File: config.mk
export PLATFORM = sky130hd
export DESIGN_NAME = xfer_splitter
export DESIGN_NICKNAME = d
export VERILOG_FILES = /design/src/rtl/xfer_pkg.sv /design/src/rtl/lane_planner.sv /design/src/rtl/cycle_seq.sv /design/src/rtl/read_merge.sv /design/src/rtl/xfer_splitter.sv
export SDC_FILE = /design/constraint.sdc
export NUM_CORES = 1
export LEC_CHECK = 0
export CAP_MARGIN = 20
export CORE_ASPECT_RATIO = 0.7
export CORE_MARGIN = 4
export CORE_UTILIZATION = 55
export CTS_CLUSTER_DIAMETER = 40
export DETAILED_ROUTE_END_ITERATION = 10
export DONT_BUFFER_PORTS = 1
export GPL_ROUTABILITY_DRIVEN = 1
export GPL_TIMING_DRIVEN = 0
export PLACE_DENSITY = 0.7
export RECOVER_POWER = 50
export SYNTH_ARGS = -nofsm -noshare
export SYNTH_HDL_FRONTEND = slang
export SYNTH_SLANG_ARGS = --single-unit
File: constraint.sdc
create_clock -name clk -period 2.81 [get_ports clk]
set_input_delay 0.281 -clock clk [delete_from_list [all_inputs] [get_ports clk]]
set_output_delay 0.281 -clock clk [all_outputs]
set_load 0.01 [all_outputs]
File: src/rtl/xfer_pkg.sv
package xfer_pkg;
  localparam int LANES = 4;
  localparam int DATA_W = 8 * LANES;

  typedef enum logic [1:0] {SZ_BYTE = 2'd0, SZ_WORD = 2'd1, SZ_DWORD = 2'd2, SZ_RSVD = 2'd3} size_e;
  typedef enum logic [1:0] {ST_IDLE, ST_ADDR, ST_WAIT} seq_e;

  function automatic logic [2:0] size_bytes(size_e sz);
    case (sz)
      SZ_BYTE: return 3'd1;
      SZ_WORD: return 3'd2;
      default: return 3'd4;
    endcase
  endfunction

  // lanes touched across two adjacent dwords: [3:0] base dword, [7:4] next dword
  function automatic logic [2*LANES-1:0] span_mask(logic [1:0] off, size_e sz);
    logic [2*LANES-1:0] run;
    run = (8'(1) << size_bytes(sz)) - 8'(1);
    return run << off;
  endfunction

  function automatic logic [DATA_W-1:0] lane_bits(logic [LANES-1:0] en);
    logic [DATA_W-1:0] r;
    for (int k = 0; k < LANES; k++) r[8*k +: 8] = {8{en[k]}};
    return r;
  endfunction

  // operand byte j -> lane (j + off) mod 4
  function automatic logic [DATA_W-1:0] rot_up(logic [DATA_W-1:0] d, logic [1:0] off);
    logic [DATA_W-1:0] r;
    for (int k = 0; k < LANES; k++) begin
      logic [1:0] src;
      src = 2'(k) - off;
      r[8*k +: 8] = d[8*src +: 8];
    end
    return r;
  endfunction

  // lane (j + off) mod 4 -> operand byte j
  function automatic logic [DATA_W-1:0] rot_down(logic [DATA_W-1:0] d, logic [1:0] off);
    logic [DATA_W-1:0] r;
    for (int k = 0; k < LANES; k++) begin
      logic [1:0] src;
      src = 2'(k) + off;
      r[8*k +: 8] = d[8*src +: 8];
    end
    return r;
  endfunction

  function automatic logic [DATA_W-1:0] keep_mask(size_e sz);
    logic [LANES:0] t;
    t = (5'd1 << size_bytes(sz)) - 5'd1;
    return lane_bits(t[LANES-1:0]);
  endfunction
endpackage

File: src/rtl/lane_planner.sv
module lane_planner
  import xfer_pkg::*;
(
  input  logic [1:0]        off,
  input  size_e             size,
  input  logic [DATA_W-1:0] wdata,
  output logic [LANES-1:0]  hi_en,
  output logic [LANES-1:0]  lo_en,
  output logic              split,
  output logic [DATA_W-1:0] lane_wdata
);
  logic [2*LANES-1:0] span;

  assign span       = span_mask(off, size);
  assign lo_en      = span[LANES-1:0];
  assign hi_en      = span[2*LANES-1:LANES];
  assign split      = |hi_en;
  assign lane_wdata = rot_up(wdata, off);
endmodule

File: src/rtl/cycle_seq.sv
module cycle_seq
  import xfer_pkg::*;
(
  input  logic clk,
  input  logic rst_n,
  input  logic start,
  input  logic split,
  input  logic rdy,
  output logic active,
  output logic strobe,
  output logic second,
  output logic cyc_wait,
  output logic ack,
  output logic last_ack
);
  seq_e st;
  logic hop;

  assign active   = (st != ST_IDLE);
  assign strobe   = (st == ST_ADDR);
  assign cyc_wait = (st == ST_WAIT);
  assign ack      = cyc_wait && rdy;
  assign hop      = ack && split && !second;
  assign last_ack = ack && !hop;

  always_ff @(posedge clk) begin
    if (!rst_n) begin
      st     <= ST_IDLE;
      second <= 1'b0;
    end else begin
      case (st)
        ST_IDLE: if (start) begin
          st     <= ST_ADDR;
          second <= 1'b0;
        end
        ST_ADDR: st <= ST_WAIT;
        ST_WAIT: if (rdy) begin
          if (hop) begin
            st     <= ST_ADDR;
            second <= 1'b1;
          end else begin
            st <= ST_IDLE;
          end
        end
        default: st <= ST_IDLE;
      endcase
    end
  end
endmodule

File: src/rtl/read_merge.sv
module read_merge
  import xfer_pkg::*;
(
  input  logic              clk,
  input  logic              rst_n,
  input  logic              clear,
  input  logic              capture,
  input  logic [LANES-1:0]  en,
  input  logic [DATA_W-1:0] din,
  input  logic [1:0]        off,
  input  size_e             size,
  output logic [DATA_W-1:0] rdata
);
  logic [DATA_W-1:0] hold;
  logic [DATA_W-1:0] sel;

  assign sel   = lane_bits(en);
  assign rdata = rot_down(hold, off) & keep_mask(size);

  always_ff @(posedge clk) begin
    if (!rst_n)       hold <= '0;
    else if (clear)   hold <= '0;
    else if (capture) hold <= (hold & ~sel) | (din & sel);
  end
endmodule

File: src/rtl/xfer_splitter.sv
module xfer_splitter
  import xfer_pkg::*;
#(
  parameter int ADDR_W = 32
) (
  input  logic              clk,
  input  logic              rst_n,
  input  logic              req_valid,
  output logic              req_ready,
  input  logic [ADDR_W-1:0] req_addr,
  input  logic [1:0]        req_size,
  input  logic              req_write,
  input  logic [31:0]       req_wdata,
  output logic              rsp_done,
  output logic [31:0]       rsp_rdata,
  output logic [ADDR_W-3:0] bus_addr,
  output logic [3:0]        bus_be_n,
  output logic              bus_wr,
  output logic              bus_strobe,
  output logic [31:0]       bus_dout,
  input  logic [31:0]       bus_din,
  input  logic              bus_rdy
);
  localparam int DW_W = ADDR_W - 2;

  // request-side plan
  logic [LANES-1:0]  p_hi, p_lo;
  logic              p_split;
  logic [DATA_W-1:0] p_wdata;

  // captured access
  logic [DW_W-1:0]   r_base;
  logic [1:0]        r_off;
  size_e             r_size;
  logic              r_write, r_split;
  logic [LANES-1:0]  r_hi, r_lo;
  logic [DATA_W-1:0] r_wdata;

  // named sequencing events
  logic seq_active, seq_strobe, seq_second, seq_wait, seq_ack, seq_last;
  logic start, first_hi;
  logic [LANES-1:0] cur_en;

  lane_planner u_plan (
    .off(req_addr[1:0]), .size(size_e'(req_size)), .wdata(req_wdata),
    .hi_en(p_hi), .lo_en(p_lo), .split(p_split), .lane_wdata(p_wdata)
  );

  assign start     = req_valid && !seq_active;
  assign req_ready = !seq_active;

  always_ff @(posedge clk) begin
    if (!rst_n) begin
      r_base  <= '0;
      r_off   <= '0;
      r_size  <= SZ_BYTE;
      r_write <= 1'b0;
      r_split <= 1'b0;
      r_hi    <= '0;
      r_lo    <= '0;
      r_wdata <= '0;
    end else if (start) begin
      r_base  <= req_addr[ADDR_W-1:2];
      r_off   <= req_addr[1:0];
      r_size  <= size_e'(req_size);
      r_write <= req_write;
      r_split <= p_split;
      r_hi    <= p_hi;
      r_lo    <= p_lo;
      r_wdata <= p_wdata;
    end
  end

  cycle_seq u_seq (
    .clk(clk), .rst_n(rst_n), .start(start), .split(r_split), .rdy(bus_rdy),
    .active(seq_active), .strobe(seq_strobe), .second(seq_second),
    .cyc_wait(seq_wait), .ack(seq_ack), .last_ack(seq_last)
  );

  // higher dword goes first on a split access
  assign first_hi   = r_split && !seq_second;
  assign cur_en     = first_hi ? r_hi : r_lo;
  assign bus_addr   = first_hi ? r_base + DW_W'(1) : r_base;
  assign bus_be_n   = seq_active ? ~cur_en : '1;
  assign bus_wr     = seq_active && r_write;
  assign bus_strobe = seq_strobe;
  assign bus_dout   = (seq_active && r_write) ? r_wdata : '0;

  read_merge u_merge (
    .clk(clk), .rst_n(rst_n), .clear(start), .capture(seq_ack && !r_write),
    .en(cur_en), .din(bus_din), .off(r_off), .size(r_size), .rdata(rsp_rdata)
  );

  always_ff @(posedge clk) begin
    if (!rst_n) rsp_done <= 1'b0;
    else        rsp_done <= seq_last;
  end
endmodule

# Yosys cells after proc, flatten, opt, wreduce, memory -nomap -nowiden

Cells that the tools add are included.

Register bits after elaboration: 112
Bits of input ports: 103
Output and inout bits: 102

Add/subtract/negate cells: 10
Equal/unequal tests: 7
Shift-type cells: 11
Mux-type cells: 14
Bitwise gates (word level): 7
Reductions and logical operators: 21

Operators by type and width:

| kind                                                                  | number |
|---|---|
| 32-bit by 6-bit variable part select with 8-bit output                | 8 |
| 32-bit bitwise AND                                                    | 3 |
| 32-bit 2-to-1 mux                                                     | 1 |
| 32-bit NOT                                                            | 1 |
| 32-bit OR                                                             | 1 |
| 30-bit by 1-bit adder with 30-bit output, second input constant       | 1 |
| 30-bit 2-to-1 mux                                                     | 1 |
| 3-bit one-hot mux with 2 select lines                                 | 2 |
| 1-bit logical AND                                                     | 8 |
| 4-bit 2-to-1 mux                                                      | 2 |
| 1-bit by 3-bit left shift with 8-bit output, first input constant     | 1 |
| 8-bit by 2-bit left shift with 8-bit output                           | 1 |
| 8-bit by 2-bit subtractor with 8-bit output, second input constant    | 1 |
| 2-bit by 1-bit equality test with 1-bit output, second input constant | 3 |
| 2-bit logical NOT                                                     | 3 |
| 2-bit inequality test, second input constant                          | 3 |
| 2-bit one-hot mux with 3 select lines                                 | 1 |
| 2-bit adder, first input constant                                     | 2 |
| 1-bit logical NOT                                                     | 4 |
| 1-bit 2-to-1 mux                                                      | 4 |
| 2-bit 2-to-1 mux                                                      | 2 |
| 4-bit NOT                                                             | 1 |
| 4-bit AND reduction                                                   | 1 |
| 2-bit nonzero test                                                    | 2 |
| 11 further kinds                                                      | 13 |

# Longest topological paths before layout

Depth after elaboration: 7
Mapped depth: 9
Gate-level depth less buffers: 7

# Hierarchy

A second synthesis with hierarchy kept.

Cells, all modules: 817
Area, all modules: 6902.9 µm²

Modules (own cells, without submodules):

| module        | instances | cells an instance | area an instance (µm²) | seq. area each (µm²) |
|---|---|---|---|---|
| xfer_splitter | 1         | 479               | 3762.4                 | 1541.5 |
| read_merge    | 1         | 230               | 1859.3                 | 640.6 |
| lane_planner  | 1         | 89                | 1116.1                 | 0.0 |
| cycle_seq     | 1         | 19                | 165.2                  | 60.1 |

# Worst setup path before layout

Ideal clock, no wire load.

Kind: input-to-reg
Start: in req_addr[1]
End: reg r_wdata[21]
Setup time: 0.132 ns
Arrival: 2.074 ns
Slack: 0.604 ns
Stages: 9
Buffers on the path: 4
Path through: buf_2 buf_2 inv_1 ha_1 buf_2 clkbuf_1 mux4_2 nand2_1 a21oi_1

Cells in the longest elaborated chain, start to end: 2

Ends and longest elaborated chain:

| what                                                   | line                | RTL |
|---|---|---|
| start: declaration                                     | xfer_splitter.sv:10 | `input logic [ADDR_W-1:0] req_addr,` |
| 2-bit subtractor                                       | xfer_pkg.sv:34      | `src = 2'(k) - off;` |
| 32-bit by 6-bit variable part select with 8-bit output | xfer_pkg.sv:35      | `r[8*k +: 8] = d[8*src +: 8];` |
| end signal: assignment                                 | xfer_splitter.sv:70 | `r_wdata <= p_wdata;` |
| end: declaration                                       | xfer_splitter.sv:37 | `logic [DATA_W-1:0] r_wdata;` |

No other way between the ends.
A chain may end at the register's enable or synchronous reset.

# Worst setup path after layout

Start: reg r_split
End: out bus_be_n[3]

Cells in the longest elaborated chain, start to end: 4

Ends and longest elaborated chain:

| what                     | line                | RTL |
|---|---|---|
| start: declaration       | xfer_splitter.sv:35 | `logic r_write, r_split;` |
| start signal: assignment | xfer_splitter.sv:67 | `r_split <= p_split;` |
| 1-bit logical AND        | xfer_splitter.sv:81 | `assign first_hi = r_split && !seq_second;` |
| 4-bit 2-to-1 mux         | xfer_splitter.sv:82 | `assign cur_en = first_hi ? r_hi : r_lo;` |
| 4-bit NOT                | xfer_splitter.sv:84 | `assign bus_be_n = seq_active ? ~cur_en : '1;` |
| 4-bit 2-to-1 mux         | xfer_splitter.sv:84 |  |
| end: declaration         | xfer_splitter.sv:17 | `output logic [3:0] bus_be_n,` |

No other way between the ends.

==> results.md <==
- Overflow after GRT: 0
- VDD IR-drop max: 0.307 mV
- TritonCTS clock tree: yes
- Global-route wire length before repair: 32.3 mm
- H-tree lvl count: 3
- Drt total wl: ~21 mm
- Worst setup margin: 0.179 ns
- Final Wtd Congestion: 0.937
- Share of post-route cells with drive strength above 1: 14.3%
- Die Y: 101 microns
- Initial DRT Pass Iterations: 5
- Critical path peak fanout: 10
- Post-Synth Simple-Gate Area: 23.2%
- Vias in the first global route: 5873
- Final setup viols: 0
- Crit path launch type: register
- Initial DRC count: 532
- Synth top area cells: dfxtp_1, mux4_2, nand2_1, a21oi_1, and2_1
- Synth Area in Compound Gates: between 10% and 20%
- Sequential power share: 47.8%
- Row count: 33
- Ports: approximately 210
- PortBufs: 0
- Hold_buf cts: 0
- Layout Skew: 0.00715 ns
- Hold crit path type: input pin to register
- Post-Syn Area per Cell: about 8.9 sq um
- Layout Utilization: 61.3%
- Netlist cell types: 43
- Switching power total: 1080 uW
- Initial antenna violation count: 1
- DR WL/cell: 22.5 microns
- Max-Cap Viols: 0
- Cells after Synth: 768
- P per Cell Area: 497 nW/um^2
- Core ar.: 12000 sq um
- Largest net degree at the start of global routing: 19
- RSZ-0062 raised after global routing: false
- CTS resizes: 0
- Chip Width: 142 microns
- Nets: 889
- Post-synth EDFFs: 0
- Post-synthesis mux area share: 22.7%
- Worst Tran Pin Value: 0.739 ns
- Peak Freq: 380 MHz
- Static Leakage: 0.00253 uW
- Clock share of power: 35.1%
- Switching Fraction: 29.6%
- WP data arrival: 2.35 ns
- Slew HR: between 40% and 50%
- Clk Latency, worst-skew pair: 0.35 ns
- Clk buf depth: 2
- Vias/cell: roughly 6.5
- Ys async rst share: 0%
- Final Hold Fails: 0
- Cell-internal power: 2570 uW
- DP Wirelength: 16.4 mm
- Area Growth Syn to Fin: 6.94%
- Post-Synth XOR/XNOR Area: 3.70%
- Register area share after synthesis: approximately a third
- Initial Utilization: 57.4%
- Most used flip-flop cell after synthesis: dfxtp_1
- CTS clk-pin slew, worst paths: 0.07 ns
- ANT cells: 0
- Mapped Nets: 878
- Status: finished, final reports clean
- Critical Path Sink Type: primary output
- Synth Area in Adders: 1.28%
- Yosys top cell area share: between 30 and 40%
- CTS Sinks: 112
- CTS buffer count: 9
- Ys Warns: 0
- Drt drc: 0
- Largest family of logic cells by synthesized area: simple AND/OR/NAND/NOR gates
- Fin Setup TNS: 0 ns
- GRT Util Overall: 28.9%
- Area leader, netlist: dfxtp_1
- Period Utilization, post-route: 93.6%
- Pins Over Slew Limit: 0
- CP required: approximately 2.5 ns
- Buffers inserted by post-CTS timing repair: 0
- Commonest non-fill, non-tap cells in the layout: nand2_1, dfxtp_1, a21oi_1
- WS Path Type: register to primary output
- Post-DRT Antenna Nets: 0
- Mapped cell area: 6870 sq um
- Seq cells post-synth: 112
- Gate power share: between 15 and 20%
- Commonest non-fill, non-tap cell in the layout: nand2_1
- DIE AREA: approximately 14000 sq um
- Clk root buf: clkbuf_16
- Minimum clock period: roughly 2.6 ns
- Total via count in the routed design: 6158
- DP Worst Slack: 0.00357 ns
-- through the flow --
stage / hold WS [ns] / instance area (sq um) / std cells / power, uW
final: 0.0594 / 7340 / 941 / 3650
after global routing: 0.0507 / 7340 / 941 / 3800
after detailed placement: 0.425 / 7060 / 925 / 2400
after floorplan: 0.417 / 6870 / 768 / 2240
after CTS: 0.0507 / 7360 / 941 / 3660
after global placement: 0.420 / 7060 / 925 / 2380
-- worst max-delay path, cell delays in order (launching register included) --
cell and delay (ns):
dfxtp_1 0.43, nor2b_1 0.15, buf_2 0.20, clkbuf_1 0.50, mux2_1 0.52, o21ai_0 0.21
-- cell type report --
class / count / area, sq um
well taps: 157 / 196
inverters: 9 / 33.8
clock buffers: 11 / 253
clock inverters: 5 / 38.8
fillers: 1030 / 4630
flip-flops and latches: 112 / 2240
multi-input cells: 588 / 4330
plain buffers: 59 / 246
-- synthesized netlist by cell type (all sizes together), types with 2 or more instances --
master / n
a211oi: 2
a21oi: 110
a41oi: 2
and2: 41
and3: 7
and4: 2
buf: 28
clkbuf: 31
dfxtp: 112
ha: 7
inv: 9
mux2: 5
mux2i: 4
mux4: 65
nand2: 150
nand2b: 2
nand3: 42
nand4: 10
nand4b: 2
nor2: 12
nor2b: 31
nor3: 5
nor3b: 2
nor4: 2
o21a: 2
o21ai: 42
or2: 2
xnor2: 23
xor2: 6
-- path summary, 6_finish.rpt --
kind | slack (ns) | start | cells after the start | end
worst max-delay path | 0.18 | r_split$_SDFFE_PN0P_ | 5 | bus_be_n[3]
worst min-delay path | 0.06 | req_addr[26] | 2 | r_base[24]$_SDFFE_PN0P_
worst max register to register | 0.39 | u_seq.st[1]$_SDFFE_PN0P_ | 7 | r_base[13]$_SDFFE_PN0P_
worst min register to register | 0.45 | r_wdata[30]$_SDFFE_PN0P_ | 2 | r_wdata[30]$_SDFFE_PN0P_
-- per-layer routing --
metal	vias to the layer above	part of all wire [%]	track usage, %
li1	2758	-	-
met1	3006	42	41.0
met2	355	44	42.5
met3	37	12	10.1
met4	2	1.8	7.23
met5	-	0.033	0
-- logic make-up after synthesis --
family	Yosys count
mux	74
xor+xnor	29
buf+inv	68
fa+ha+maj	7
compound gates	161
flops	112
simple gates	317
-- power groups by stage --
stage               clock network (uW)  registers, uW  logic [uW]
floorplan                            0           1760         480
global placement                     0           1770         604
detailed placement                   0           1780         620
CTS                               1290           1740         624
global route                      1360           1750         686
finish                            1280           1740         626
Power figures use the tool's default switching activity.
